File: src/rtl/mdio_eng_pkg.sv
package mdio_eng_pkg;
  localparam int unsigned WORD_W  = 32;
  localparam int unsigned DATA_W  = 16;
  localparam int unsigned ADDR_W  = 5;
  localparam int unsigned PRE_W   = 32;
  localparam int unsigned FRAME_W = PRE_W + 2 + 2 + 2*ADDR_W + 2 + DATA_W;
  localparam int unsigned TA_POS  = PRE_W + 4 + 2*ADDR_W;
  localparam int unsigned DAT_POS = TA_POS + 2;
  localparam int unsigned BIDX_W  = $clog2(FRAME_W);

  typedef struct packed {
    logic              req;
    logic              wr;
    logic [3:0]        rsvd;
    logic [ADDR_W-1:0] phy;
    logic [ADDR_W-1:0] rg;
    logic [DATA_W-1:0] data;
  } acc_word_t;
endpackage

File: src/rtl/mdio_mdc_gen.sv
module mdio_mdc_gen #(
  parameter int unsigned HALF_DIV = 2
) (
  input  logic clk_i,
  input  logic rst_ni,
  input  logic en_i,
  output logic mdc_o,
  output logic rise_o,
  output logic fall_o
);
  localparam int unsigned CW = (HALF_DIV > 1) ? $clog2(HALF_DIV) : 1;

  logic [CW-1:0] cnt_q;
  logic          mdc_q;
  logic          wrap;

  assign wrap = (cnt_q == CW'(HALF_DIV - 1));

  always_ff @(posedge clk_i or negedge rst_ni) begin
    if (!rst_ni) begin
      cnt_q <= '0;
      mdc_q <= 1'b0;
    end else if (!en_i) begin
      cnt_q <= '0;
      mdc_q <= 1'b0;
    end else if (wrap) begin
      cnt_q <= '0;
      mdc_q <= ~mdc_q;
    end else begin
      cnt_q <= cnt_q + CW'(1);
    end
  end

  assign mdc_o  = mdc_q;
  assign rise_o = en_i & wrap & ~mdc_q;
  assign fall_o = en_i & wrap & mdc_q;


  mdc_idle_low_chk: assert property (@(posedge clk_i) disable iff (!rst_ni)
    !en_i |=> !mdc_o);
endmodule

File: src/rtl/mdio_frame_seq.sv
module mdio_frame_seq
  import mdio_eng_pkg::*;
(
  input  logic              clk_i,
  input  logic              rst_ni,
  input  logic              start_i,
  input  acc_word_t         word_i,
  input  logic              en_i,
  input  logic              rise_i,
  input  logic              fall_i,
  input  logic              mdio_i,
  output logic              mdio_o,
  output logic              mdio_oe_o,
  output logic              done_o,
  output logic [DATA_W-1:0] rd_data_o
);
  logic [FRAME_W-1:0] tx_sr_q;
  logic [BIDX_W-1:0]  bidx_q;
  logic               is_rd_q;
  logic [DATA_W-1:0]  rx_sr_q;
  logic [FRAME_W-1:0] frame;

  always_comb begin
    frame = {{PRE_W{1'b1}}, 2'b01,
             (word_i.wr ? 2'b01 : 2'b10),
             word_i.phy, word_i.rg,
             (word_i.wr ? 2'b10 : 2'b11),
             (word_i.wr ? word_i.data : {DATA_W{1'b1}})};
  end

  always_ff @(posedge clk_i or negedge rst_ni) begin
    if (!rst_ni) begin
      tx_sr_q <= '1;
      bidx_q  <= '0;
      is_rd_q <= 1'b0;
    end else if (start_i) begin
      tx_sr_q <= frame;
      bidx_q  <= '0;
      is_rd_q <= ~word_i.wr;
    end else if (en_i && fall_i) begin
      tx_sr_q <= {tx_sr_q[FRAME_W-2:0], 1'b1};
      bidx_q  <= bidx_q + BIDX_W'(1);
    end
  end

  always_ff @(posedge clk_i or negedge rst_ni) begin
    if (!rst_ni) begin
      rx_sr_q <= '0;
    end else if (en_i && rise_i && is_rd_q && bidx_q >= BIDX_W'(DAT_POS)) begin
      rx_sr_q <= {rx_sr_q[DATA_W-2:0], mdio_i};
    end
  end

  assign mdio_o    = tx_sr_q[FRAME_W-1];
  assign mdio_oe_o = en_i & (~is_rd_q | (bidx_q < BIDX_W'(TA_POS)));
  assign done_o    = en_i & fall_i & (bidx_q == BIDX_W'(FRAME_W - 1));
  assign rd_data_o = rx_sr_q;


  mdio_change_on_fall_chk: assert property (@(posedge clk_i) disable iff (!rst_ni)
    (!fall_i && !start_i) |=> $stable(mdio_o));


  rd_release_chk: assert property (@(posedge clk_i) disable iff (!rst_ni)
    (en_i && is_rd_q && rise_i && bidx_q >= BIDX_W'(TA_POS)) |-> !mdio_oe_o);
endmodule

File: src/rtl/mdio_access_engine.sv
module mdio_access_engine
  import mdio_eng_pkg::*;
#(
  parameter int unsigned HALF_DIV = 2
) (
  input  logic              clk_i,
  input  logic              rst_ni,
  input  logic              reg_we_i,
  input  logic [WORD_W-1:0] reg_wdata_i,
  output logic [WORD_W-1:0] reg_rdata_o,
  output logic              mdc_o,
  output logic              mdio_o,
  output logic              mdio_oe_o,
  input  logic              mdio_i
);
  acc_word_t         word_q;
  acc_word_t         wr_word;
  logic              accept;
  logic              start;
  logic              busy;
  logic              rise;
  logic              fall;
  logic              done;
  logic [DATA_W-1:0] rd_data;

  assign wr_word = acc_word_t'(reg_wdata_i);
  assign busy    = word_q.req;
  assign accept  = reg_we_i & ~busy;
  assign start   = accept & wr_word.req;

  always_ff @(posedge clk_i or negedge rst_ni) begin
    if (!rst_ni) begin
      word_q <= '0;
    end else if (accept) begin
      word_q <= wr_word;
    end else if (done) begin
      word_q.req <= 1'b0;
      if (!word_q.wr) word_q.data <= rd_data;
    end
  end

  mdio_mdc_gen #(.HALF_DIV(HALF_DIV)) u_mdc (
    .clk_i  (clk_i),
    .rst_ni (rst_ni),
    .en_i   (busy),
    .mdc_o  (mdc_o),
    .rise_o (rise),
    .fall_o (fall)
  );

  mdio_frame_seq u_seq (
    .clk_i     (clk_i),
    .rst_ni    (rst_ni),
    .start_i   (start),
    .word_i    (wr_word),
    .en_i      (busy),
    .rise_i    (rise),
    .fall_i    (fall),
    .mdio_i    (mdio_i),
    .mdio_o    (mdio_o),
    .mdio_oe_o (mdio_oe_o),
    .done_o    (done),
    .rd_data_o (rd_data)
  );

  assign reg_rdata_o = word_q;


  req_clear_on_done_chk: assert property (@(posedge clk_i) disable iff (!rst_ni)
    $fell(word_q.req) |-> $past(done));


  busy_write_ignored_chk: assert property (@(posedge clk_i) disable iff (!rst_ni)
    (busy && !done) |=> $stable(word_q));


  oe_only_busy_chk: assert property (@(posedge clk_i) disable iff (!rst_ni)
    mdio_oe_o |-> busy);


  write_keeps_fields_chk: assert property (@(posedge clk_i) disable iff (!rst_ni)
    (done && word_q.wr) |=> (word_q[WORD_W-2:0] == $past(word_q[WORD_W-2:0])));
endmodule

File: config.mk
export PLATFORM = sky130hd
export DESIGN_NAME = mdio_access_engine
export DESIGN_NICKNAME = d
export VERILOG_FILES = /design/src/rtl/mdio_eng_pkg.sv /design/src/rtl/mdio_mdc_gen.sv /design/src/rtl/mdio_frame_seq.sv /design/src/rtl/mdio_access_engine.sv
export SDC_FILE = /design/constraint.sdc
export NUM_CORES = 1
export LEC_CHECK = 0
export BUFFER_PORTS_ARGS = -buffer_cell sky130_fd_sc_hd__buf_2
export CAP_MARGIN = 20
export CELL_PAD_IN_SITES_DETAIL_PLACEMENT = 1
export CELL_PAD_IN_SITES_GLOBAL_PLACEMENT = 1
export CORE_AREA = 2 2 113 115
export DETAILED_ROUTE_END_ITERATION = 10
export DIE_AREA = 0 0 115 117
export PLACE_DENSITY_LB_ADDON = 0.1
export SETUP_SLACK_MARGIN = 0.2
export SLEW_MARGIN = 40
export SYNTH_ARGS = -nofsm -noshare
export SYNTH_HDL_FRONTEND = slang
export SYNTH_SLANG_ARGS = --single-unit
File: constraint.sdc
create_clock -name clk_i -period 1.8 [get_ports clk_i]
set_input_delay 0.45 -clock clk_i [delete_from_list [all_inputs] [get_ports clk_i]]
set_output_delay 0.45 -clock clk_i [all_outputs]
set_load 0.005 [all_outputs]
== Yosys cells after proc, flatten, opt, wreduce, memory -nomap -nowiden ==
Index checks and enable logic that the tools add are counted.

* Bits in registers: 121
* Output and inout port bits: 35
* Bits of input ports: 36

* $add $sub $neg: 2
* Reduce and logical (&&, ||, !) cells: 7
* Eq/ne operators: 3
* Bitwise operators: 13
* Multiplexer cells: 16
* Magnitude comparators: 2

{| class="wikitable"
|+ Operators with widths
! operator !! count
|-
| 2-to-1 mux 64 bit || 2
|-
| 2-to-1 mux 16 bit || 4
|-
| 2-to-1 mux 6 bit || 2
|-
| bitwise AND 1 bit || 8
|-
| 2-to-1 mux 1 bit || 7
|-
| adder 6 x 1 -> 6 bit, second input constant || 1
|-
| equality test 6 bit, second input constant || 1
|-
| greater-or-equal comparator 6 bit, second input constant || 1
|-
| less-than comparator 6 bit, second input constant || 1
|-
| logical AND 1 bit || 4
|-
| inequality test 2 x 1 -> 1 bit, second input constant || 2
|-
| inverter 1 bit || 4
|-
| nonzero test 2 bit || 2
|-
| 2-to-1 mux 2 bit || 1
|-
| AND reduction 2 bit || 1
|-
| adder 1 bit, second input constant || 1
|-
| bitwise OR 1 bit || 1
|}

== Depth between registers and ports, before layout ==
* Depth after elaboration: 6
* Mapped depth: 6
* Mapped depth without buffers: 4

== Hierarchy ==
Synthesis repeated with hierarchy kept, for this count alone.

* Cell total of the unflattened synthesis: 462
* Area, all modules: 5514.0 um^2

{| class="wikitable"
|+ By module, submodules not included
! module !! cells each !! area an instance (um^2) !! instances !! seq. area each (um^2)
|-
| mdio_frame_seq || 331 || 3867.5 || 1 || 2257.2
|-
| mdio_access_engine || 123 || 1557.7 || 1 || 800.8
|-
| mdio_mdc_gen || 8 || 88.8 || 1 || 50.0
|}

== Worst setup path before layout ==
No wires, ideal clock.

* Path type: register -> register
* Start: register u_seq.bidx_q[0]
* End: register word_q, in the netlist reg_rdata_o[10]
* Library setup time: 0.123 ns
* Setup slack: 0.075 ns
* Stages on the path, launching flop included: 7
* Arrival: 1.602 ns
* Required time: 1.677 ns
* Path buffers: 2
* Cell sequence: dfrtp_1 ha_1 nand3_1 or4_1 buf_2 buf_6 o221a_1

* Word-level cells in the longest chain between the ends: 4

{| class="wikitable"
|+ RTL lines
! item !! RTL line !! RTL
|-
| start, declared || mdio_frame_seq.sv:18 || <nowiki>logic [BIDX_W-1:0] bidx_q;</nowiki>
|-
| start signal, assigned || mdio_frame_seq.sv:42 || <nowiki>bidx_q <= bidx_q + BIDX_W'(1);</nowiki>
|-
| equality test 6 bit || mdio_frame_seq.sv:56 || <nowiki>assign done_o = en_i & fall_i & (bidx_q == BIDX_W'(FRAME_W - 1));</nowiki>
|-
| bitwise AND 1 bit || mdio_frame_seq.sv:56 ||
|-
| nonzero test 2 bit (no line) || -- ||
|-
| AND reduction 2 bit (no line) || -- ||
|-
| end signal, assigned || mdio_access_engine.sv:35 || <nowiki>word_q <= wr_word;</nowiki>
|-
| end, declared || mdio_access_engine.sv:16 || <nowiki>acc_word_t word_q;</nowiki>
|}

No other way between the ends.
A chain may end at the register's enable or synchronous reset.

== Worst setup path in the final report ==
* Start: register u_seq.bidx_q[1]
* End: output mdio_oe_o

* Word-level cells in the longest chain between the ends: 3

{| class="wikitable"
|+ RTL lines
! item !! RTL line !! RTL
|-
| less-than comparator 6 bit || mdio_frame_seq.sv:55 || <nowiki>assign mdio_oe_o = en_i & (~is_rd_q | (bidx_q < BIDX_W'(TA_POS)));</nowiki>
|-
| bitwise OR 1 bit || mdio_frame_seq.sv:55 ||
|-
| bitwise AND 1 bit || mdio_frame_seq.sv:55 ||
|-
| end, declared || mdio_access_engine.sv:13 || <nowiki>output logic mdio_oe_o,</nowiki>
|}

No other way between the ends.

==> results.sh <==
export IMPL_worstPathCellList="buf_6 > a31o_4 > a31oi_4 > buf_2"
export IMPL_pwr_share_seq_pct=42.1
export IMPL_power_mw=11.2
export IMPL_reg2reg_setup_slack_ns=0.05
export IMPL_synth_flop_cell="dfstp_2"
export IMPL_drt_iter0_drc=123
export IMPL_synth_area_leaders="dfstp_2 (34%), dfrtp_1 (29%), mux2_2 (6.8%)"
export IMPL_finalHoldViolations=0
export IMPL_p_clk_share_pct=27.0
export IMPL_clockBufferDepth=2
export IMPL_start_util_pct=40.3
export IMPL_finalCritPeriodShare_pct=102
export IMPL_area_growth_pct=28.3
export IMPL_synth_edf_count=0
export IMPL_rsz0062_at_grt="true"
export IMPL_grt_remaining_overflow=0
export IMPL_seq_area_frac_synth_pct=62.7
export IMPL_netSwitchingPower_mw=3.41
export IMPL_hpwl_um=7260
export IMPL_die_area_mm2=0.0135
export IMPL_antenna_found_initial=0
export IMPL_setup_violations=1
export IMPL_critPathBufInv=2
export IMPL_failed_checks="setup timing"
export IMPL_power_density_mw_per_mm2=1760
export IMPL_relSlewSlack_pct=74.0
export IMPL_fp_row_count=41
export IMPL_core_area_mm2=0.0123
export IMPL_synth_seq_cells=121
export IMPL_cp_end_kind="primary output"
export IMPL_fillCellCount=1287
export IMPL_finalCriticalPeriod_ns=1.84
export IMPL_comb_power_share_pct=30.9
export IMPL_hold_class="in -> reg"
export IMPL_vias=3430
export IMPL_clock_latency_ns=0.41
export IMPL_htree_levels=4
export IMPL_start_kind="register"
export IMPL_use_met3_pct=5.05
export IMPL_syn_area_mm2=0.00496
export IMPL_path_max_fanout=2
export IMPL_max_cap_viol_count=0
export IMPL_pin_count=71
export IMPL_slowest_stage="dfrtp_1"
export IMPL_critPathMaxStageDelay_ns=0.39
export IMPL_grt_pass1_vias=3575
export IMPL_drcViolationCount=0
export IMPL_grt_pass1_wl_um=18200
export IMPL_placed_area_mm2=0.00566
export IMPL_setup_slack_ns=-0.0354
export IMPL_cts_buffers=17
export IMPL_drt_total_wl_um=11000
export IMPL_worstSetupEndpoint="mdio_oe_o"
export IMPL_cts_tree="yes"
export IMPL_grtUsageMet1_pct=22.4
export IMPL_syn_num_nets=428
export IMPL_ir_drop_mv=0.816
export IMPL_fmax_mhz=545
export IMPL_power_internal_mw=7.80
export IMPL_final_util_pct=51.7
export IMPL_final_nets=520
export IMPL_cp_top_family="flip-flops"
export IMPL_critPathKind="reg -> out"
export IMPL_wl_per_cell_um=17.0
export IMPL_outcome="complete, but fails checks"
export IMPL_r2r_end="reg_rdata_o[3]"
export IMPL_viasPerCell=5.32
export IMPL_yosysWarningCount=0
export IMPL_grtUsageMet2_pct=28.5
export IMPL_cts_clk_slew_worst_paths_ns=0.05
export IMPL_cp_required_ns=1.35
export IMPL_grt_max_degree=46
export IMPL_critPathLaunch="u_seq.bidx_q[1]"
export IMPL_synth_distinct_cells=42
export IMPL_top_usage_layer="met2"
export IMPL_antenna_left=0
export IMPL_syn_inst=391
export IMPL_io_buffers=70
export IMPL_leakage_nw=2.72
export IMPL_async_flop_share_pct=100
export IMPL_clock_sinks=121
export IMPL_r2r_cells=6
export IMPL_netSwitchingFraction_pct=30.4
export IMPL_worstSetupPathDepth=4
export IMPL_gp_congestion=0.722
export IMPL_diodes=0
export IMPL_worstReg2RegStart="u_seq.bidx_q[1]"
export IMPL_synth_top_cell_area_share_pct=33.9
export IMPL_clock_tree_root_cell="clkbuf_16"
export IMPL_die_x_um=115
export IMPL_final_area_mm2=0.00636
export IMPL_arrival_ns=1.39
export IMPL_grt_use_total_pct=17.7
export IMPL_yosysTopAreaCell="dfstp_2"
export IMPL_slew_viol_final=0
export IMPL_die_y_um=117
export IMPL_fin_skew_ns=0.00809
export IMPL_dr_pass1_iters=4
export IMPL_avgSynthCellArea_um2=12.7
export IMPL_tightest_slew_ns=0.391
export IMPL_layout_drive_gt1_share_pct=48.9
-- placed cells by master (no fill, tap or decap), types with 2 or more instances in the layout --
| cell | Yosys | layout |
|---|---|---|
| clkbuf_8 | 0 | 5 |
| nand2_1 | 41 | 40 |
| inv_1 | 10 | 10 |
| nor2_1 | 9 | 8 |
| a31oi_1 | 20 | 19 |
| buf_6 | 1 | 3 |
| clkbuf_16 | 0 | 17 |
| clkinv_2 | 0 | 3 |
| o22ai_1 | 7 | 7 |
| a21oi_1 | 9 | 9 |
| o21ai_0 | 3 | 3 |
| dfrtp_2 | 0 | 6 |
| o221a_1 | 10 | 10 |
| buf_12 | 0 | 8 |
| a22o_1 | 2 | 2 |
| dfstp_2 | 64 | 64 |
| buf_2 | 2 | 68 |
| a221o_1 | 2 | 2 |
| xnor2_1 | 3 | 3 |
| nand2b_1 | 18 | 18 |
| o22a_1 | 34 | 34 |
| buf_4 | 2 | 19 |
| clkbuf_1 | 22 | 6 |
| o221a_2 | 6 | 6 |
| mux2_2 | 30 | 30 |
| dfrtp_1 | 57 | 51 |
| nor3_1 | 16 | 16 |
-- cells by family (layout without fill, tap and decap cells) --
logic type	count (synthesis)	in the layout	synth area share, %
compound gates	100	100	16.6
fa+ha+maj	1	1	0.252
mux	30	30	6.81
flops	121	121	62.7
xor+xnor	3	3	0.530
simple gates	97	97	9.82
buf+inv	39	143	3.31
-- worst register-to-register path: stages (launching register included) --
cell and delay (ns):
dfrtp_1 0.36, buf_4 0.13, ha_4 0.12, nand3_2 0.09, or4_4 0.49, buf_12 0.18, o221a_2 0.27
-- metrics by stage --
stage          setup WS (ns)  instances  hold WS, ns  TNS (ns)
3_5_place_dp          0.0830        607        0.407         0
5_1_grt              -0.0895        645        0.256    -0.162
4_1_cts              -0.0945        645        0.256   -0.0945
3_3_place_gp          0.0983        607        0.408         0
6_report             -0.0354        645        0.273   -0.0354
2_1_floorplan          0.113        391        0.154         0
-- state kept, by name, indices dropped and copies added, names as in the netlist --
signal           flops
u_seq.is_rd_q        1
busy                 1
u_seq.rd_data_o     16
reg_rdata_o         31
u_seq.bidx_q         6
u_mdc.mdc_o          1
u_mdc.cnt_q          1
u_seq.tx_sr_q       64
-- metal layers --
metal	wire length, um	up-vias
met5	0	-
met4	167	0
met3	316	14
met2	5490	53
met1	5020	1745
li1	-	1618
-- worst min-delay path by stage --
stage	from	to	slack (ns)	cells after the start
global route	reg_wdata_i[28]	reg_rdata_o[28]	0.26	2
detailed placement	rst_ni	u_seq.rd_data_o[7]	0.41	1
global placement	rst_ni	u_seq.rd_data_o[7]	0.41	1
CTS	reg_wdata_i[28]	reg_rdata_o[28]	0.26	2
finish	reg_wdata_i[28]	reg_rdata_o[28]	0.27	2
floorplan	rst_ni	busy	0.15	0
-- area by class of cell --
type	count	area (um2)	area share (%)
clock inverter	3	15.0	0.236
tap	150	188	2.95
sequential	121	3120	49.0
inverter	11	41.3	0.649
timing repair buffer	101	729	11.5
multi-input combinational	231	1760	27.6
clock buffer	28	517	8.12
-- synthesized netlist by cell type, drive strengths merged, types with 6 or more instances --
| library cell | instances |
|---|---|
| clkbuf | 22 |
| inv | 10 |
| o22a | 34 |
| a31oi | 20 |
| o22ai | 7 |
| o221a | 16 |
| dfstp | 64 |
| nand2 | 41 |
| dfrtp | 57 |
| nor3 | 16 |
| nand2b | 18 |
| mux2 | 30 |
| buf | 6 |
| nor2 | 9 |
| a21oi | 9 |
-- what timing repair did --
| action | in CTS | in global routing |
|---|---|---|
| buffers inserted | 5 | 0 |
| hold buffers | 1 | 0 |
| gates cloned | 1 | 0 |
| endpoints found under the hold margin | 12 | 0 |
| gates resized for setup | 14 | 8 |
| setup endpoints to repair | 19 | 23 |
| pin swaps | 2 | 1 |
-- power groups by stage --
stage | Combinational [mW] | Clock (mW) | Sequential [mW]
floorplan | 2.05 | 0 | 4.67
global placement | 3.23 | 0 | 4.69
detailed placement | 3.32 | 0 | 4.73
CTS | 3.48 | 3.10 | 4.73
global route | 3.91 | 3.22 | 4.87
finish | 3.46 | 3.02 | 4.72
Note: power is estimated with default switching activity, not from simulation.
